<file path="config.mk">
export PLATFORM = sky130hd
export DESIGN_NAME = ovc_alloc
export DESIGN_NICKNAME = d
export VERILOG_FILES = /design/src/rtl/ovc_pkg.sv /design/src/rtl/ovc_rr_arb.sv /design/src/rtl/ovc_free_pool.sv /design/src/rtl/ovc_alloc.sv
export SDC_FILE = /design/constraint.sdc
export NUM_CORES = 2
export LEC_CHECK = 0
export BUFFER_PORTS_ARGS = -buffer_cell sky130_fd_sc_hd__buf_2
export CORE_MARGIN = 3
export CORE_UTILIZATION = 35
export CTS_BUF_LIST = sky130_fd_sc_hd__clkbuf_4 sky130_fd_sc_hd__clkbuf_8
export DETAILED_ROUTE_END_ITERATION = 6
export HOLD_SLACK_MARGIN = 0.06
export PLACE_DENSITY = 0.6
export SLEW_MARGIN = 5
export SYNTH_ARGS = -nofsm -noshare
export SYNTH_HDL_FRONTEND = slang
export SYNTH_SLANG_ARGS = --single-unit
</file>
<file path="constraint.sdc">
create_clock -name clk -period 12.1 [get_ports clk]
set_clock_uncertainty 0.1 [all_clocks]
set_input_delay 1.21 -clock clk [delete_from_list [all_inputs] [get_ports clk]]
set_output_delay 1.21 -clock clk [all_outputs]
set_load 0.02 [all_outputs]
</file>
<file path="src/rtl/ovc_pkg.sv">
package ovc_pkg;

   // Index width for a count of n items (at least one bit)
   function automatic int idx_bits(input int n);
      return (n <= 1) ? 1 : $clog2(n);
   endfunction

endpackage

</file>
<file path="src/rtl/ovc_rr_arb.sv">
module ovc_rr_arb
   import ovc_pkg::*;
#(
   parameter int N = 4,
   localparam int IDX_W = idx_bits(N)
)(
   input  logic             clk,
   input  logic             rst_n,
   input  logic [N-1:0]     req,
   input  logic             en,
   output logic             win_valid,
   output logic [IDX_W-1:0] win_idx
);

   if (N < 1) begin : g_bad_n
      $error("ovc_rr_arb: N must be at least 1");
   end

   if (N == 1) begin : g_single
      assign win_valid = en & req[0];
      assign win_idx   = '0;
   end else begin : g_rotate
      logic [IDX_W-1:0] ptr_q;
      logic [IDX_W:0]   cand;
      logic             found;

      always_comb begin
         found   = 1'b0;
         win_idx = '0;
         cand    = '0;
         for (int i = 0; i < N; i++) begin
            cand = {1'b0, ptr_q} + (IDX_W+1)'(i);
            if (cand >= (IDX_W+1)'(N)) begin
               cand = cand - (IDX_W+1)'(N);
            end
            if (!found && req[cand[IDX_W-1:0]]) begin
               found   = 1'b1;
               win_idx = cand[IDX_W-1:0];
            end
         end
         win_valid = found & en;
      end

      always_ff @(posedge clk or negedge rst_n) begin
         if (!rst_n) begin
            ptr_q <= '0;
         end else if (win_valid) begin
            if (win_idx == IDX_W'(N-1)) begin
               ptr_q <= '0;
            end else begin
               ptr_q <= win_idx + IDX_W'(1);
            end
         end
      end
   end

endmodule

</file>
<file path="src/rtl/ovc_free_pool.sv">
module ovc_free_pool
   import ovc_pkg::*;
#(
   parameter int NV = 4,
   localparam int VC_W = idx_bits(NV)
)(
   input  logic            clk,
   input  logic            rst_n,
   input  logic            alloc,
   input  logic            rel_valid,
   input  logic [VC_W-1:0] rel_vc,
   output logic            free_any,
   output logic [VC_W-1:0] free_idx
);

   if (NV < 1) begin : g_bad_nv
      $error("ovc_free_pool: NV must be at least 1");
   end

   logic [NV-1:0] busy_q;

   // Lowest-numbered free channel wins
   always_comb begin
      free_any = ~&busy_q;
      free_idx = '0;
      for (int v = NV - 1; v >= 0; v--) begin
         if (!busy_q[v]) begin
            free_idx = VC_W'(v);
         end
      end
   end

   // Release is written first so a grant to the same channel wins
   always_ff @(posedge clk or negedge rst_n) begin
      if (!rst_n) begin
         busy_q <= '0;
      end else begin
         if (rel_valid && (int'(rel_vc) < NV)) begin
            busy_q[rel_vc] <= 1'b0;
         end
         if (alloc && free_any) begin
            busy_q[free_idx] <= 1'b1;
         end
      end
   end

endmodule

</file>
<file path="src/rtl/ovc_alloc.sv">
module ovc_alloc
   import ovc_pkg::*;
#(
   parameter int NUM_PORTS = 5,
   parameter int IN_VCS    = 4,
   parameter int OUT_VCS   = 4,
   localparam int N_REQ  = NUM_PORTS * IN_VCS,
   localparam int PORT_W = idx_bits(NUM_PORTS),
   localparam int VC_W   = idx_bits(OUT_VCS),
   localparam int REQ_W  = idx_bits(N_REQ)
)(
   input  logic                              clk,
   input  logic                              rst_n,
   input  logic [N_REQ-1:0]                  req_valid,
   input  logic [N_REQ-1:0][PORT_W-1:0]      req_port,
   input  logic [NUM_PORTS-1:0]              rel_valid,
   input  logic [NUM_PORTS-1:0][VC_W-1:0]    rel_vc,
   output logic [N_REQ-1:0]                  gnt_valid,
   output logic [N_REQ-1:0][VC_W-1:0]        gnt_vc
);

   if (NUM_PORTS < 1 || IN_VCS < 1 || OUT_VCS < 1) begin : g_bad_cfg
      $error("ovc_alloc: port and channel counts must be at least 1");
   end

   logic [NUM_PORTS-1:0][N_REQ-1:0]  elig;
   logic [NUM_PORTS-1:0]             win_valid;
   logic [NUM_PORTS-1:0][REQ_W-1:0]  win_idx;
   logic [NUM_PORTS-1:0]             free_any;
   logic [NUM_PORTS-1:0][VC_W-1:0]   free_idx;
   logic [N_REQ-1:0]                 gnt_valid_d;
   logic [N_REQ-1:0][VC_W-1:0]       gnt_vc_d;

   for (genvar p = 0; p < NUM_PORTS; p++) begin : g_port
      // A requester whose grant is on the outputs now sits this cycle out
      for (genvar r = 0; r < N_REQ; r++) begin : g_elig
         assign elig[p][r] = req_valid[r] && !gnt_valid[r] &&
                             (req_port[r] == PORT_W'(p));
      end

      ovc_rr_arb #(.N(N_REQ)) u_arb (
         .clk       (clk),
         .rst_n     (rst_n),
         .req       (elig[p]),
         .en        (free_any[p]),
         .win_valid (win_valid[p]),
         .win_idx   (win_idx[p])
      );

      ovc_free_pool #(.NV(OUT_VCS)) u_pool (
         .clk       (clk),
         .rst_n     (rst_n),
         .alloc     (win_valid[p]),
         .rel_valid (rel_valid[p]),
         .rel_vc    (rel_vc[p]),
         .free_any  (free_any[p]),
         .free_idx  (free_idx[p])
      );
   end

   // Route each port's winner back to its requester slot
   always_comb begin
      gnt_valid_d = '0;
      gnt_vc_d    = '0;
      for (int p = 0; p < NUM_PORTS; p++) begin
         if (win_valid[p]) begin
            gnt_valid_d[win_idx[p]] = 1'b1;
            gnt_vc_d[win_idx[p]]    = free_idx[p];
         end
      end
   end

   always_ff @(posedge clk or negedge rst_n) begin
      if (!rst_n) begin
         gnt_valid <= '0;
         gnt_vc    <= '0;
      end else begin
         gnt_valid <= gnt_valid_d;
         gnt_vc    <= gnt_vc_d;
      end
   end

endmodule

</file>
# Word-level counts from Yosys, hierarchy flattened
# Index checks and enable logic that the tools add are counted.
[word_totals]
inputBits = 97
reg_bits = 105
output_inout_bits = 60
[op_classes]
n_reduce_logical = 380
bitwise = 25
mux = 589
addsub = 200
n_lt_le_gt_ge = 230
n_eq_ne = 85
[op_table]
columns = ["operator", "n"]
rows = [
  ["5-bit two-way mux", 205],
  ["5-bit by 6-bit < comparator with 1-bit output, second input constant", 105],
  ["6-bit by 5-bit >= comparator with 1-bit output, second input constant", 95],
  ["1-bit binary-select mux with 5-bit select", 100],
  ["5-bit subtractor, second input constant", 100],
  ["5-bit by 4-bit adder with 6-bit output, second input constant", 40],
  ["1-bit logical AND", 235],
  ["1-bit two-way mux", 215],
  ["40-bit two-way mux", 5],
  ["40-bit bitwise mux", 4],
  ["5-bit by 3-bit adder with 6-bit output, second input constant", 20],
  ["5-bit by 5-bit adder with 6-bit output, second input constant", 20],
  ["3-bit by 2-bit == test with 1-bit output, second input constant", 40],
  ["1-bit zero test", 120],
  ["20-bit two-way mux", 5],
  ["20-bit OR", 4],
  ["5-bit by 2-bit adder with 6-bit output, second input constant", 10],
  ["3-bit by 1-bit == test with 1-bit output, second input constant", 20],
  ["3-bit == test, second input constant", 20],
  ["3-bit zero test", 20],
  ["2-bit demux with 5-bit select", 5],
  ["2-bit two-way mux", 25],
  ["40-bit bitwise AND", 1],
  ["4-bit two-way mux", 10],
  ["other kinds (14)", 85],
]

# Depth between registers and ports, before layout
[logic_depth]
ltp_word = 77
depth_mapped = 29
mapped_depth_nobuf = 26

# Hierarchy
# Synthesis repeated with hierarchy kept, for this count alone.
[hier_totals]
hier_cells = 5194
hier_area_um2 = 38451.9
[by_module_without_submodules]
columns = ["mod", "cells_per_inst", "area_each_um2", "instances", "seq_area_each_um2"]
rows = [
  ["ovc_rr_arb at g_port[0].u_arb ...", 866, 6281.0, 4, 125.1],
  ["ovc_rr_arb at g_port[4].u_arb", 889, 6500.0, 1, 125.1],
  ["ovc_alloc", 736, 5828.1, 1, 1501.4],
  ["ovc_free_pool at g_port[0].u_pool ...", 21, 200.2, 4, 100.1],
  ["ovc_free_pool at g_port[4].u_pool", 21, 198.9, 1, 100.1],
]

# Least setup slack after synthesis
# OpenSTA, ideal clock, no wires.
[synth_timing]
kind = "register -> register"
startpoint = "reg g_port[3].u_arb.g_rotate.ptr_q[1]"
endpoint = "reg gnt_vc[30] (netlist name)"
t_required_ns = 11.910
stages_incl_launch_ff = 26
arrival_time_ns = 6.290
period_less_slack_ns = 6.480
setup_time_ns = 0.090
n_path_buf = 3
path_slack_ns = 5.620
path_cell_list = "dfrtp_1 buf_2 inv_1 buf_2 ha_1 clkinv_1 ha_1 a21boi_0 o31ai_1 mux2i_1 mux4_2 and2_1 or2_2 nand2_1 o31a_1 nor3_1 a311o_1 a2111o_1 o211ai_1 inv_1 ha_1 and2_1 clkbuf_1 a22o_1 a41o_1 o221ai_1"
[synth_lines]
columns = ["item", "line_no", "text"]
rows = [
  ["start, declared", "ovc_rr_arb.sv:23", "logic [IDX_W-1:0] ptr_q;"],
  ["start signal, assigned", "ovc_rr_arb.sv:51", "ptr_q <= win_idx + IDX_W'(1);"],
  ["end signal, assigned", "ovc_alloc.sv:79", "gnt_vc <= gnt_vc_d;"],
  ["end, declared", "ovc_alloc.sv:19", "output logic [N_REQ-1:0][VC_W-1:0] gnt_vc"],
]

==> metrics.md <==
| Metric | Value |
|---|---|
| WS Path Type | `flip-flop to flip-flop` |
| RSZ-0062 raised after global routing | `no` |
| Hold Path Class | `flip-flop to flip-flop` |
| Ratio of cells with drive above 1 in the final layout | `0.127` |
| CP Launch Type | `flip-flop` |
| Starting Density | `0.356` |
| Die H | `337 microns` |
| Most common cell after layout, fill and taps aside | `nand2_1` |
| FP Rows | `120` |
| Routed Antenna Nets | `0` |
| Crit path largest cell delay | `0.65 ns` |
| Post-Synthesis Cells | `5188` |
| Slowest CP cell | `dfrtp_1` |
| CP Data Arrival Time | `around 8.5 ns` |
| Final hold vios | `0` |
| Status | `finished clean` |
| Worst endpoint required time | `12.35 ns` |
| DIE WIDTH | `337 microns` |
| Syn avg cell area | `7.41 sq um` |
| Setup tns final | `0 ns` |
| Asr flop ratio synth | `1.00` |
| Maximum clock rate | `122 MHz` |
| Core area | `around 110000 sq um` |
| Worst Path Max Fanout | `18` |
| Unique cell type count in the Yosys netlist | `149` |
| CP cell instances | `buf_4 > ha_1 > a21o_1 > nand2b_1 > and2_1 > inv_1 > ha_1 > a21bo_2 > a221oi_1 > nor2_1 > a211o_1 > o211ai_1 > nor3_1 > buf_4 > and3_1 > nand3_1 > nand4b_1 > a31o_2 > a32oi_1 > ha_1 > nand3_1 > o32ai_1 > o21ai_1 > a22oi_1` |
| Filler cells | `11.4k` |
| Routed via count | `45.8k` |
| Insertion delay to the later sink of the worst-skew pair | `0.46 ns` |
| H-tree levels | `3` |
| Worst Tran Pin Value | `1.39 ns` |
| Final Wtd Congestion | `1.08` |
| Num CTS Buffers | `9` |
| Via density per instance | `6.96` |
| Syn Nets | `5525` |
| Synth Flop Type | `dfrtp_1` |
| Final setup vio count | `0` |
| Resize count post-CTS | `0` |
| R2R setup slack | `approximately 3.9 ns` |
| Pin count of the biggest net entering global routing | `55` |
| Most frequent cells in the layout | `nand2_1, nor2_1, a21oi_1, ha_1, o21ai_0` |
| Total iterations of the first detailed-routing run | `7` |
| Seq/Total Area, Yosys | `0.0684` |
| #FFs+latches synth | `about 110` |
| Slew headroom | `0.0577` |
| EDFF count, synth | `0` |
| Maxcap violations | `0` |
| Tmin final | `slightly above 8 ns` |
| DRC Markers | `0` |
| Port Buf Inserts | `156` |
| Wire per inst | `approximately 29 microns` |
| Initial antenna violation count | `31` |
| Tot GR Track Use | `0.315` |
| Worst setup EP type | `flip-flop` |
| Initial DRC Count | `6443` |
| Yosys warning count | `0` |
| Number of global-route vias before repair | `41.2k` |
| Maximum root-to-sink buffer count | `2` |
| Crit path buf inv count | `3` |
| Post-Syn Area | `roughly 38000 sq um` |
| Post-CTS Setup Bufs | `0` |
| Area Growth Syn to Fin | `5.26%` |
| Clock sinks | `105` |
| Post-layout net count | `between 5k and 6k` |
| Hold_buf cts | `0` |
| First-pass GRT wire length | `274 mm` |
| Num ports | `157` |
| Clock root buffer master | `clkbuf_8` |
| Final slew viol count | `0` |
| Die area | `114000 sq um` |
| Crit-path leading delay family | `compound AO/OA/AOI/OAI gates` |
| Crit-path most repeated cell | `ha_1` |
| CTS clk-pin slew, worst paths | `roughly 0.14 ns` |
| Congestion Overflow GR | `0` |
| TritonCTS clock tree | `done` |
| Wirelength, routed | `189 mm` |
| Final worst path period share | `0.679` |
| DP HPWL | `152 mm` |
-- through the flow --
step | area (sq um) | util | hold WS [ns] | setup slack, ns | instances
final | 40400 | 0.375 | 0.438 | 3.88 | 6577
after detailed placement | 40200 | 0.372 | 0.423 | 4.10 | 6548
after global routing | 40400 | 0.374 | 0.482 | 3.41 | 6569
after CTS | 40400 | 0.374 | 0.439 | 4.06 | 6564
after floorplan | 38400 | - | 0.383 | 5.62 | 5188
after global placement | 40200 | 0.372 | 0.418 | 4.09 | 6548
-- worst paths after layout --
kind	startpoint	to	depth (start not counted)
setup / recovery	g_port[0].u_arb.g_rotate.ptr_q[1]$_DFFE_PN0P_	gnt_vc[17]$_DFF_PN0_	24
hold / removal	g_port[4].u_pool.busy_q[3]$_DFF_PN0_	g_port[4].u_pool.busy_q[3]$_DFF_PN0_	1
setup reg to reg	g_port[0].u_arb.g_rotate.ptr_q[1]$_DFFE_PN0P_	gnt_vc[17]$_DFF_PN0_	24
hold reg to reg	g_port[4].u_pool.busy_q[3]$_DFF_PN0_	g_port[4].u_pool.busy_q[3]$_DFF_PN0_	1
max in group asynchronous	rst_n	g_port[3].u_arb.g_rotate.ptr_q[0]$_DFFE_PN0P_	2
min in group asynchronous	rst_n	g_port[1].u_pool.busy_q[3]$_DFF_PN0_	1
-- cell families (layout without fill, tap and decap cells) --
logic type,count (synthesis),in the layout,share of synthesized area
other,0,13,0
adder cells (fa/ha/maj),240,240,0.0791
AND/OR/NAND/NOR,1996,1996,0.283
flip-flops,105,105,0.0684
multiplexers,352,352,0.122
AO/OA/AOI/OAI,1842,1842,0.349
XOR/XNOR,185,185,0.0456
buffers and inverters,468,441,0.0535
-- cells in the mapped netlist (all sizes together), types with 54 or more instances --
library cell | number | share of area
o211ai | 101 | 0.020
a22oi | 54 | 0.011
mux2i | 193 | 0.050
buf | 156 | 0.023
mux2 | 75 | 0.022
a31oi | 103 | 0.017
o22ai | 80 | 0.014
nor2 | 359 | 0.035
a211oi | 100 | 0.020
and2 | 90 | 0.015
xnor2 | 167 | 0.040
ha | 235 | 0.077
nor4 | 54 | 0.0099
a21oi | 319 | 0.043
nor3 | 194 | 0.026
clkbuf | 115 | 0.011
dfrtp | 105 | 0.068
inv | 187 | 0.018
nor2b | 75 | 0.012
nand3 | 185 | 0.024
a21boi | 58 | 0.011
nand2b | 91 | 0.015
and3 | 75 | 0.012
nand2 | 421 | 0.042
a21o | 78 | 0.015
or3 | 74 | 0.012
nor3b | 58 | 0.012
o21ai | 269 | 0.036
mux4 | 84 | 0.049
-- per-layer routing --
metal | routed length, microns | up-vias | global-route usage
met1 | 76900 | 22040 | 0.426
met3 | 24000 | 525 | 0.0859
met4 | 9930 | 26 | 0.142
li1 | - | 20246 | -
met2 | 77700 | 2953 | 0.466
met5 | 163 | - | 0
-- final cells by class --
type / count / area, sq um / area share
Clock inverter: 6 / 72.6 / 0.00179
Multi-Input combinational cell: 4615 / 33800 / 0.835
Timing Repair Buffer: 228 / 1320 / 0.0327
Antenna cell: 13 / 32.5 / 0.000804
Sequential cell: 105 / 2630 / 0.0651
Inverter: 197 / 739 / 0.0183
Clock buffer: 10 / 138 / 0.00340
Tap cell: 1403 / 1760 / 0.0434
-- registers in the layout (all words and copies together), names as in the netlist --
signal	count
g_port.u_pool.busy_q	20
g_port.u_arb.g_rotate.ptr_q	25
gnt_vc	40
gnt_valid	20
-- worst reg2reg max path, cell delays in order (launching register included) --
cell,delay [ns]
dfrtp_1,0.65
buf_4,0.39
ha_1,0.65
a21o_1,0.37
nand2b_1,0.24
and2_1,0.23
inv_1,0.08
ha_1,0.18
a21bo_2,0.27
a221oi_1,0.58
nor2_1,0.08
a211o_1,0.30
o211ai_1,0.65
nor3_1,0.11
buf_4,0.22
and3_1,0.31
nand3_1,0.22
nand4b_1,0.14
a31o_2,0.24
a32oi_1,0.60
ha_1,0.37
nand3_1,0.24
o32ai_1,0.62
o21ai_1,0.11
a22oi_1,0.16
Power is not shown: default switching activity piles up to over one toggle a cycle in this logic, so the estimate is an artifact.
